<file path="config.mk">
export PLATFORM = sky130hd
export DESIGN_NAME = simd_permute_unit
export DESIGN_NICKNAME = d
export VERILOG_FILES = /design/src/rtl/simd_perm_pkg.sv /design/src/rtl/simd_perm_datapath.sv /design/src/rtl/simd_lane_flags.sv /design/src/rtl/simd_permute_unit.sv
export SDC_FILE = /design/constraint.sdc
export NUM_CORES = 1
export LEC_CHECK = 0
export BUFFER_PORTS_ARGS = -buffer_cell sky130_fd_sc_hd__buf_2
export CORE_MARGIN = 3
export CORE_UTILIZATION = 55
export CTS_CLUSTER_SIZE = 8
export DETAILED_ROUTE_END_ITERATION = 10
export PLACE_DENSITY = 0.79
export SYNTH_ARGS = -nofsm -noshare
export SYNTH_HDL_FRONTEND = slang
export SYNTH_SLANG_ARGS = --single-unit
</file>
<file path="constraint.sdc">
create_clock -name clk -period 1.3 [get_ports clk]
set_input_delay 0.13 -clock clk [delete_from_list [all_inputs] [get_ports clk]]
set_output_delay 0.13 -clock clk [all_outputs]
set_load 0.02 [all_outputs]
</file>
<file path="src/rtl/simd_perm_pkg.sv">
package simd_perm_pkg;
    localparam int DW   = 64;
    localparam int FW   = DW / 2;
    localparam int OPW  = 3;
    localparam int SZW  = 2;
    localparam int IMMW = 8;
    localparam int NBYTE = DW / 8;
    localparam int NHALF = DW / 16;
    localparam int NWORD = DW / 32;

    typedef logic [DW-1:0] vec_t;
    typedef logic [FW-1:0] flag_t;

    typedef enum logic [OPW-1:0] {
        OP_MIX_LO   = 3'd0,
        OP_MIX_HI   = 3'd1,
        OP_WIDEN_LO = 3'd2,
        OP_WIDEN_HI = 3'd3,
        OP_NARROW   = 3'd4,
        OP_SHUF     = 3'd5,
        OP_ALIGN    = 3'd6,
        OP_BCAST    = 3'd7
    } perm_op_e;

    typedef enum logic [SZW-1:0] {
        SZ_B = 2'd0,
        SZ_H = 2'd1,
        SZ_W = 2'd2,
        SZ_D = 2'd3
    } lane_sz_e;

    typedef enum logic {
        PH_IDLE   = 1'b0,
        PH_RESULT = 1'b1
    } phase_e;
endpackage

</file>
<file path="src/rtl/simd_perm_datapath.sv">
module simd_perm_datapath
    import simd_perm_pkg::*;
(
    input  perm_op_e            op,
    input  lane_sz_e            sz,
    input  logic [IMMW-1:0]     imm,
    input  vec_t                a,
    input  vec_t                b,
    output vec_t                res,
    output lane_sz_e            flag_sz
);
    localparam int HALF_BYTES = NBYTE / 2;
    localparam int HALF_HALFS = NHALF / 2;
    localparam int HALF_WORDS = NWORD / 2;

    vec_t mix_v, widen_v, narrow_v, shuf_v, align_v, bcast_v;
    logic hi_sel;
    logic sext;
    logic [2*DW-1:0] cat;

    assign hi_sel = (op == OP_MIX_HI) || (op == OP_WIDEN_HI);
    assign sext   = imm[0];
    assign cat    = {b, a};

    // interleave of two operands
    always_comb begin
        mix_v = '0;
        case (sz)
            SZ_B: begin
                for (int k = 0; k < HALF_BYTES; k++) begin
                    mix_v[16*k   +: 8] = a[8*(k + (hi_sel ? HALF_BYTES : 0)) +: 8];
                    mix_v[16*k+8 +: 8] = b[8*(k + (hi_sel ? HALF_BYTES : 0)) +: 8];
                end
            end
            SZ_H: begin
                for (int k = 0; k < HALF_HALFS; k++) begin
                    mix_v[32*k    +: 16] = a[16*(k + (hi_sel ? HALF_HALFS : 0)) +: 16];
                    mix_v[32*k+16 +: 16] = b[16*(k + (hi_sel ? HALF_HALFS : 0)) +: 16];
                end
            end
            default: begin
                for (int k = 0; k < HALF_WORDS; k++) begin
                    mix_v[64*k    +: 32] = a[32*(k + (hi_sel ? HALF_WORDS : 0)) +: 32];
                    mix_v[64*k+32 +: 32] = b[32*(k + (hi_sel ? HALF_WORDS : 0)) +: 32];
                end
            end
        endcase
    end

    // single operand widening
    always_comb begin
        widen_v = '0;
        case (sz)
            SZ_B: begin
                for (int k = 0; k < HALF_BYTES; k++) begin
                    widen_v[16*k +: 16] =
                        {{8{sext & a[8*(k + (hi_sel ? HALF_BYTES : 0)) + 7]}},
                         a[8*(k + (hi_sel ? HALF_BYTES : 0)) +: 8]};
                end
            end
            SZ_H: begin
                for (int k = 0; k < HALF_HALFS; k++) begin
                    widen_v[32*k +: 32] =
                        {{16{sext & a[16*(k + (hi_sel ? HALF_HALFS : 0)) + 15]}},
                         a[16*(k + (hi_sel ? HALF_HALFS : 0)) +: 16]};
                end
            end
            default: begin
                for (int k = 0; k < HALF_WORDS; k++) begin
                    widen_v[64*k +: 64] =
                        {{32{sext & a[32*(k + (hi_sel ? HALF_WORDS : 0)) + 31]}},
                         a[32*(k + (hi_sel ? HALF_WORDS : 0)) +: 32]};
                end
            end
        endcase
    end

    // truncating pack
    always_comb begin
        narrow_v = '0;
        case (sz)
            SZ_B: begin
                for (int k = 0; k < NHALF; k++) begin
                    narrow_v[8*k         +: 8] = a[16*k +: 8];
                    narrow_v[8*(k+NHALF) +: 8] = b[16*k +: 8];
                end
            end
            SZ_H: begin
                for (int k = 0; k < NWORD; k++) begin
                    narrow_v[16*k         +: 16] = a[32*k +: 16];
                    narrow_v[16*(k+NWORD) +: 16] = b[32*k +: 16];
                end
            end
            default: begin
                narrow_v = {b[31:0], a[31:0]};
            end
        endcase
    end

    // halfword shuffle
    always_comb begin
        shuf_v = '0;
        for (int j = 0; j < NHALF; j++) begin
            shuf_v[16*j +: 16] = a[16*imm[2*j +: 2] +: 16];
        end
    end

    // byte align and broadcast
    always_comb begin
        align_v = cat[8*imm[2:0] +: DW];
        case (sz)
            SZ_B:    bcast_v = {NBYTE{a[7:0]}};
            SZ_H:    bcast_v = {NHALF{a[15:0]}};
            default: bcast_v = {NWORD{a[31:0]}};
        endcase
    end

    // result and flag width select
    always_comb begin
        case (op)
            OP_MIX_LO, OP_MIX_HI: begin
                res     = mix_v;
                flag_sz = sz;
            end
            OP_WIDEN_LO, OP_WIDEN_HI: begin
                res     = widen_v;
                flag_sz = (sz == SZ_B) ? SZ_H : ((sz == SZ_H) ? SZ_W : SZ_D);
            end
            OP_NARROW: begin
                res     = narrow_v;
                flag_sz = sz;
            end
            OP_SHUF: begin
                res     = shuf_v;
                flag_sz = SZ_H;
            end
            OP_ALIGN: begin
                res     = align_v;
                flag_sz = SZ_D;
            end
            default: begin
                res     = bcast_v;
                flag_sz = sz;
            end
        endcase
    end
endmodule

</file>
<file path="src/rtl/simd_lane_flags.sv">
module simd_lane_flags
    import simd_perm_pkg::*;
(
    input  vec_t     val,
    input  lane_sz_e sz,
    output flag_t    flags
);
    flag_t fb, fh, fw, fd;

    generate
        for (genvar i = 0; i < NBYTE; i++) begin : g_byte
            assign fb[4*i+3]   = val[8*i+7];
            assign fb[4*i+2]   = ~|val[8*i +: 8];
            assign fb[4*i +: 2] = 2'b00;
        end
        for (genvar h = 0; h < NHALF; h++) begin : g_half
            assign fh[8*h+7]    = val[16*h+15];
            assign fh[8*h+6]    = ~|val[16*h +: 16];
            assign fh[8*h +: 6] = 6'b0;
        end
        for (genvar w = 0; w < NWORD; w++) begin : g_word
            assign fw[16*w+15]    = val[32*w+31];
            assign fw[16*w+14]    = ~|val[32*w +: 32];
            assign fw[16*w +: 14] = 14'b0;
        end
    endgenerate

    assign fd = {val[DW-1], ~|val, {(FW-2){1'b0}}};

    always_comb begin
        case (sz)
            SZ_B:    flags = fb;
            SZ_H:    flags = fh;
            SZ_W:    flags = fw;
            default: flags = fd;
        endcase
    end
endmodule

</file>
<file path="src/rtl/simd_permute_unit.sv">
module simd_permute_unit
    import simd_perm_pkg::*;
(
    input  logic             clk,
    input  logic             rst_n,
    input  logic             op_vld,
    input  logic [OPW-1:0]   op_code,
    input  logic [SZW-1:0]   op_size,
    input  logic [IMMW-1:0]  op_imm,
    input  logic [DW-1:0]    opnd_a,
    input  logic [DW-1:0]    opnd_b,
    output logic             res_vld,
    output logic [DW-1:0]    res_data,
    output logic [FW-1:0]    res_flags
);
    phase_e   phase_q, phase_d;
    lane_sz_e sz_n;
    lane_sz_e flag_sz;
    vec_t     dp_res;
    flag_t    dp_flags;
    vec_t     res_q;
    flag_t    flags_q;

    assign sz_n = (op_size == 2'd3) ? SZ_W : lane_sz_e'(op_size);

    simd_perm_datapath i_dp (
        .op      (perm_op_e'(op_code)),
        .sz      (sz_n),
        .imm     (op_imm),
        .a       (opnd_a),
        .b       (opnd_b),
        .res     (dp_res),
        .flag_sz (flag_sz)
    );

    simd_lane_flags i_flags (
        .val   (dp_res),
        .sz    (flag_sz),
        .flags (dp_flags)
    );

    // phase register
    always_ff @(posedge clk or negedge rst_n) begin
        if (!rst_n) phase_q <= PH_IDLE;
        else        phase_q <= phase_d;
    end

    // transitions ISSUE and DRAIN
    always_comb begin
        unique case (phase_q)
            PH_IDLE:   phase_d = op_vld ? PH_RESULT : PH_IDLE;
            PH_RESULT: phase_d = op_vld ? PH_RESULT : PH_IDLE;
            default:   phase_d = PH_IDLE;
        endcase
    end

    // result registers
    always_ff @(posedge clk or negedge rst_n) begin
        if (!rst_n) begin
            res_q   <= '0;
            flags_q <= '0;
        end else if (op_vld) begin
            res_q   <= dp_res;
            flags_q <= dp_flags;
        end
    end

    assign res_vld   = (phase_q == PH_RESULT);
    assign res_data  = res_q;
    assign res_flags = flags_q;
endmodule

</file>
==> results of run 1 <==
per-stage QoR:
| stage | setup TNS (ns) | worst slack (ns) | area [um2] | hold slack (ns) |
|---|---|---|---|---|
| 4_1_cts | -36.96 | -1.25 | 22600 | 0.132 |
| 3_5_place_dp | -79.66 | -1.88 | 19100 | 0.0166 |
| 2_1_floorplan | -29.12 | -1.16 | 14500 | -0.166 |
| 3_3_place_gp | -76.12 | -1.76 | 19100 | 0.0136 |
cells in the mapped netlist, types with 16 or more instances:
master and instances:
mux2i_1 157, mux4_2 132, nand2_1 130, a21oi_1 129, nor2_1 114, clkbuf_1 105
dfrtp_1 80, o21ai_0 60, mux2_2 54, o22ai_1 52, buf_2 49, buf_4 33
a22oi_1 27, inv_1 26, nand3_1 26, buf_6 23, a22o_1 19, nor3_1 19
o211ai_1 18, a31oi_1 17, a221oi_1 16, and3_1 16
per-layer routing:
layer / GRT overflow / GRT usage, %
met5: 1 / 40.7
met4: 59 / 81.6
met3: 4 / 67.9
met2: 79 / 94.2
met1: 0 / 79.1
kinds of logic after synthesis:
logic type / after synthesis / synth area share, %
other: 1 / 0.0277
AO/OA/AOI/OAI: 443 / 21.7
flip-flops: 80 / 14.8
adder cells (fa/ha/maj): 5 / 0.369
multiplexers: 348 / 38.7
XOR/XNOR: 2 / 0.129
buffers and inverters: 256 / 9.99
AND/OR/NAND/NOR: 400 / 14.4
timing repair:
action / in CTS
pin swaps: 131
endpoints found under the hold margin: 80
gates cloned: 9
endpoints found under the setup margin: 79
resized for setup: 470
setup buffers: 138
hold buffers: 1
==> results_dict.tcl, run 1 <==
set metrics [dict create \
    status "stopped before the end" \
    failing_step "5_1_grt" \
    tool.error "[ERROR GRT-0116] Global routing finished with congestion. Check the congestion regions in the DRC Viewer." \
    place_congestion 1.19 \
    yosysTopAreaCell "mux4_2" \
    synth_ff_type "dfrtp_1" \
    cts_buffer_depth 2 \
    io_buffers 224 \
    die_w_um 163 \
    ys_seq_area_share_pct 14.8 \
    placedCellCount 2453 \
    grt_max_degree 54 \
    cts-root-buf "clkbuf_16" \
    ys_types 86 \
    synthCells 1535 \
    grt_pass1_vias 24400 \
    initial_utilization_pct 56.9 \
    ys_async_sr_fraction_pct 100 \
    avgSynthCellArea_um2 8.83 \
    hpwlAfterDp_um 57500 \
    grt-ovfl-total 143 \
    grt_usage_pct 80.3 \
    syn-cell-area_mm2 0.0136 \
    yosysWarnings 0 \
    synth-edff-count 0 \
    synthTopCellsByArea "mux4_2 (22%), dfrtp_1 (15%), mux2i_1 (12%), a21oi_1 (4.8%), mux2_2 (4.5%)" \
    grt_pass1_wl_um 161000 \
    synth_top_area_share_pct 21.9 \
    io-pin-count 241 \
    row_count 56 \
    fp.dieH_um 163 \
    ys_ff_latch 80 \
    cts.sinks 80 \
    numCtsBuffers 9 \
    htree_num_levels 3 \
]
==> inputs of run 2 (changes only) <==
--- a/config.mk
+++ b/config.mk
@@ -7,10 +7,9 @@
 export LEC_CHECK = 0
 export BUFFER_PORTS_ARGS = -buffer_cell sky130_fd_sc_hd__buf_2
 export CORE_MARGIN = 3
-export CORE_UTILIZATION = 55
-export CTS_CLUSTER_SIZE = 8
+export CORE_UTILIZATION = 40
 export DETAILED_ROUTE_END_ITERATION = 10
-export PLACE_DENSITY = 0.79
+export PLACE_DENSITY_LB_ADDON = 0.15
 export SYNTH_ARGS = -nofsm -noshare
 export SYNTH_HDL_FRONTEND = slang
 export SYNTH_SLANG_ARGS = --single-unit
==> run 2 against run 1 <==
  * The flow now finishes, with violations (setup timing)
  * Synthesized cell count stayed put
  * Synthesized area stayed put
==> results_dict.tcl, run 2 <==
set metrics [dict create \
    slew_violations 0 \
    grt_pass1_vias 18000 \
    gr-usage-met3_pct 11.8 \
    critPathMaxFanout 6 \
    core-area_mm2 0.0329 \
    postLayoutCellArea_mm2 0.0242 \
    met2_usage_pct 66.4 \
    placedCellCount 2601 \
    top_usage_layer "met2" \
    relSlewSlack_pct 53.4 \
    synthCells 1535 \
    route.detailed.drc 0 \
    yosysTopAreaCell "mux4_2" \
    synth-edff-count 0 \
    maxCapViolCount 0 \
    finalNonFillerCells 2773 \
    cts_buffer_depth 2 \
    hold_violations 0 \
    met1_usage_pct 59.8 \
    htree_num_levels 3 \
    grt_max_degree 42 \
    grt-ovfl-total 0 \
    p_clk_share_pct 16.4 \
    synth_top_area_share_pct 21.9 \
    area_growth_pct 78.2 \
    violations "setup timing" \
    grt_usage_pct 45.4 \
    vias_per_cell 6.69 \
    synthTopCellsByArea "mux4_2 (22%), dfrtp_1 (15%), mux2i_1 (12%), a21oi_1 (4.8%), mux2_2 (4.5%)" \
    p_seq_share_pct 18.5 \
    worst_slack_ns -1.30 \
    share_comb_of_total_power_pct 65.1 \
    switching_share_pct 41.6 \
    hold_class "in -> reg" \
    io-pin-count 241 \
    rsz0062_at_grt "yes" \
    avgSynthCellArea_um2 8.83 \
    power_switching_uw 6770 \
    fmaxAchievable_mhz 385 \
    path_common_cell "buf_4" \
    crit_chain "buf_12 -> nor2b_4 -> buf_6 -> mux2i_1 -> buf_4 -> o221ai_1 -> a211oi_2 -> buf_4 -> nand4_1 -> nor4_4 -> nand4_1 -> buf_4 -> o21ai_2 -> mux2_4" \
    setup_tns_ns -40.48 \
    max_stage_delay_ns 0.35 \
    synth_ff_type "dfrtp_1" \
    grt_antenna_before_repair 0 \
    yosysWarnings 0 \
    ys_types 86 \
    mostFrequentLayoutCells "buf_4 (525), buf_2 (211), buf_6 (144)" \
    synth_most_common_cell "mux2i_1" \
    io_buffers 224 \
    via_count 18500 \
    fillers 2484 \
    clk_latency_ns 0.35 \
    clock-skew-final_ns 0 \
    fin_crit_sh_pct 200 \
    clk_pin_slew_worst_paths_ns 0.06 \
    syn-cell-area_mm2 0.0136 \
    synth_common_cells "mux2i_1 (157), mux4_2 (132), nand2_1 (130)" \
    cts_tree "yes" \
    status "complete, but fails checks" \
    layout-drive-gt1-share_pct 64.9 \
    grt_pass1_wl_um 122000 \
    place_congestion 1.05 \
    cts.sinks 80 \
    nets 2469 \
    setup_violations 79 \
    ir_drop_mv 1.00 \
    die_w_um 190 \
    path_class "in -> reg" \
    fp.dieH_um 190 \
    drtAntennaViolNets 0 \
    p_per_area_mw_per_mm2 673 \
    cts-root-buf "clkbuf_16" \
    place_area_mm2 0.0195 \
    drt_iter0_drc 2289 \
    slowest_stage "nor4_4" \
    largest_reg_flops 63 \
    holdWs_ns 0.115 \
    tightestPinTransition_ns 0.697 \
    ys_async_sr_fraction_pct 100 \
    ys_seq_area_share_pct 14.8 \
    layout.cells.most_common "buf_4" \
    wl_per_cell_um 30.9 \
    ys_ff_latch 80 \
    crit_buf_inv 5 \
    dr.pass1.iters 6 \
    p_leak_uw 0.0106 \
    cp-start-kind "input port" \
    dieArea_mm2 0.0361 \
    end_kind "flop" \
    row_count 66 \
    path_delay_family "simple AND/OR/NAND/NOR gates" \
    drt-total-wl_um 85700 \
    numCtsBuffers 9 \
    initial_utilization_pct 41.1 \
    worstPathRequired_ns 1.59 \
    finalCriticalPeriod_ns 2.60 \
    p_int_uw 9480 \
    hpwlAfterDp_um 63800 \
    worstPathArrival_ns 2.89 \
]
-- run 2: logic make-up (layout without fill, tap and decap cells) --
group | count (synthesis) | after routing | share of synthesized area, %
compound gates | 443 | 443 | 21.7
buf+inv | 256 | 1036 | 9.99
mux | 348 | 348 | 38.7
fa+ha+maj | 5 | 5 | 0.369
flops | 80 | 80 | 14.8
xor+xnor | 2 | 2 | 0.129
simple gates | 400 | 400 | 14.4
other cells | 1 | 17 | 0.0277
-- run 2: timing repair --
item                       CTS  global route
hold buffers                 1             0
gates resized for setup    415           245
pin swaps                   94            91
setup endpoints to repair   79            79
gates cloned                14             2
setup buffers               94            71
hold endpoints to repair    80             0
-- run 2: area by class of cell --
type | count | area, um2 | share of cell area (%)
Tap cell | 442 | 553 | 2.29
Clock inverter | 7 | 85.1 | 0.352
Multi-Input combinational cell | 1214 | 12300 | 50.9
Inverter | 28 | 113 | 0.466
Timing Repair Buffer | 992 | 8880 | 36.7
Clock buffer | 9 | 225 | 0.932
Antenna cell | 1 | 2.50 | 0.0104
Sequential cell | 80 | 2000 | 8.29
-- run 2: worst register-to-register path, cell delays in order (launching register included) --
cell and delay, ns:
dfrtp_1 0.38, nor2b_1 0.13, a41oi_1 0.21, o31ai_2 0.10
-- run 2: per-layer routing --
metal	routed length, um	part of all wire (%)
met5	0	0
met4	7340	8.6
met3	11100	13
met2	35500	41
met1	31800	37
-- run 2: final timing paths --
check | depth (start not counted) | slack (ns) | from | to
worst min-delay path | 2 | 0.11 | op_vld | res_data[0]
min in group asynchronous | 2 | 0.22 | rst_n | res_data[12]
max in group asynchronous | 3 | 0.56 | rst_n | res_data[48]
worst max-delay path | 14 | -1.30 | op_code[0] | res_flags[14]
worst min register to register | 1 | 0.50 | res_data[11] | res_data[11]
worst max register to register | 3 | 0.35 | res_flags[30] | res_flags[30]
-- run 2: through the flow --
stage	util [%]	worst slack [ns]	total power (uW)
2_1_floorplan	-	-1.16	7310
3_3_place_gp	59.1	-1.85	11200
3_5_place_dp	59.1	-1.88	11300
4_1_cts	68.6	-1.20	15200
5_1_grt	73.3	-1.34	16700
6_report	73.3	-1.30	16200
-- run 2: power by group through the flow --
stage | Sequential (uW) | Clock (uW) | Combinational (uW)
floorplan | 3450 | 0 | 3860
global placement | 3020 | 0 | 8210
detailed placement | 3040 | 0 | 8240
CTS | 3000 | 2710 | 9510
global route | 3040 | 2800 | 10900
finish | 3000 | 2670 | 10600
(Power assumes the default switching activity.)
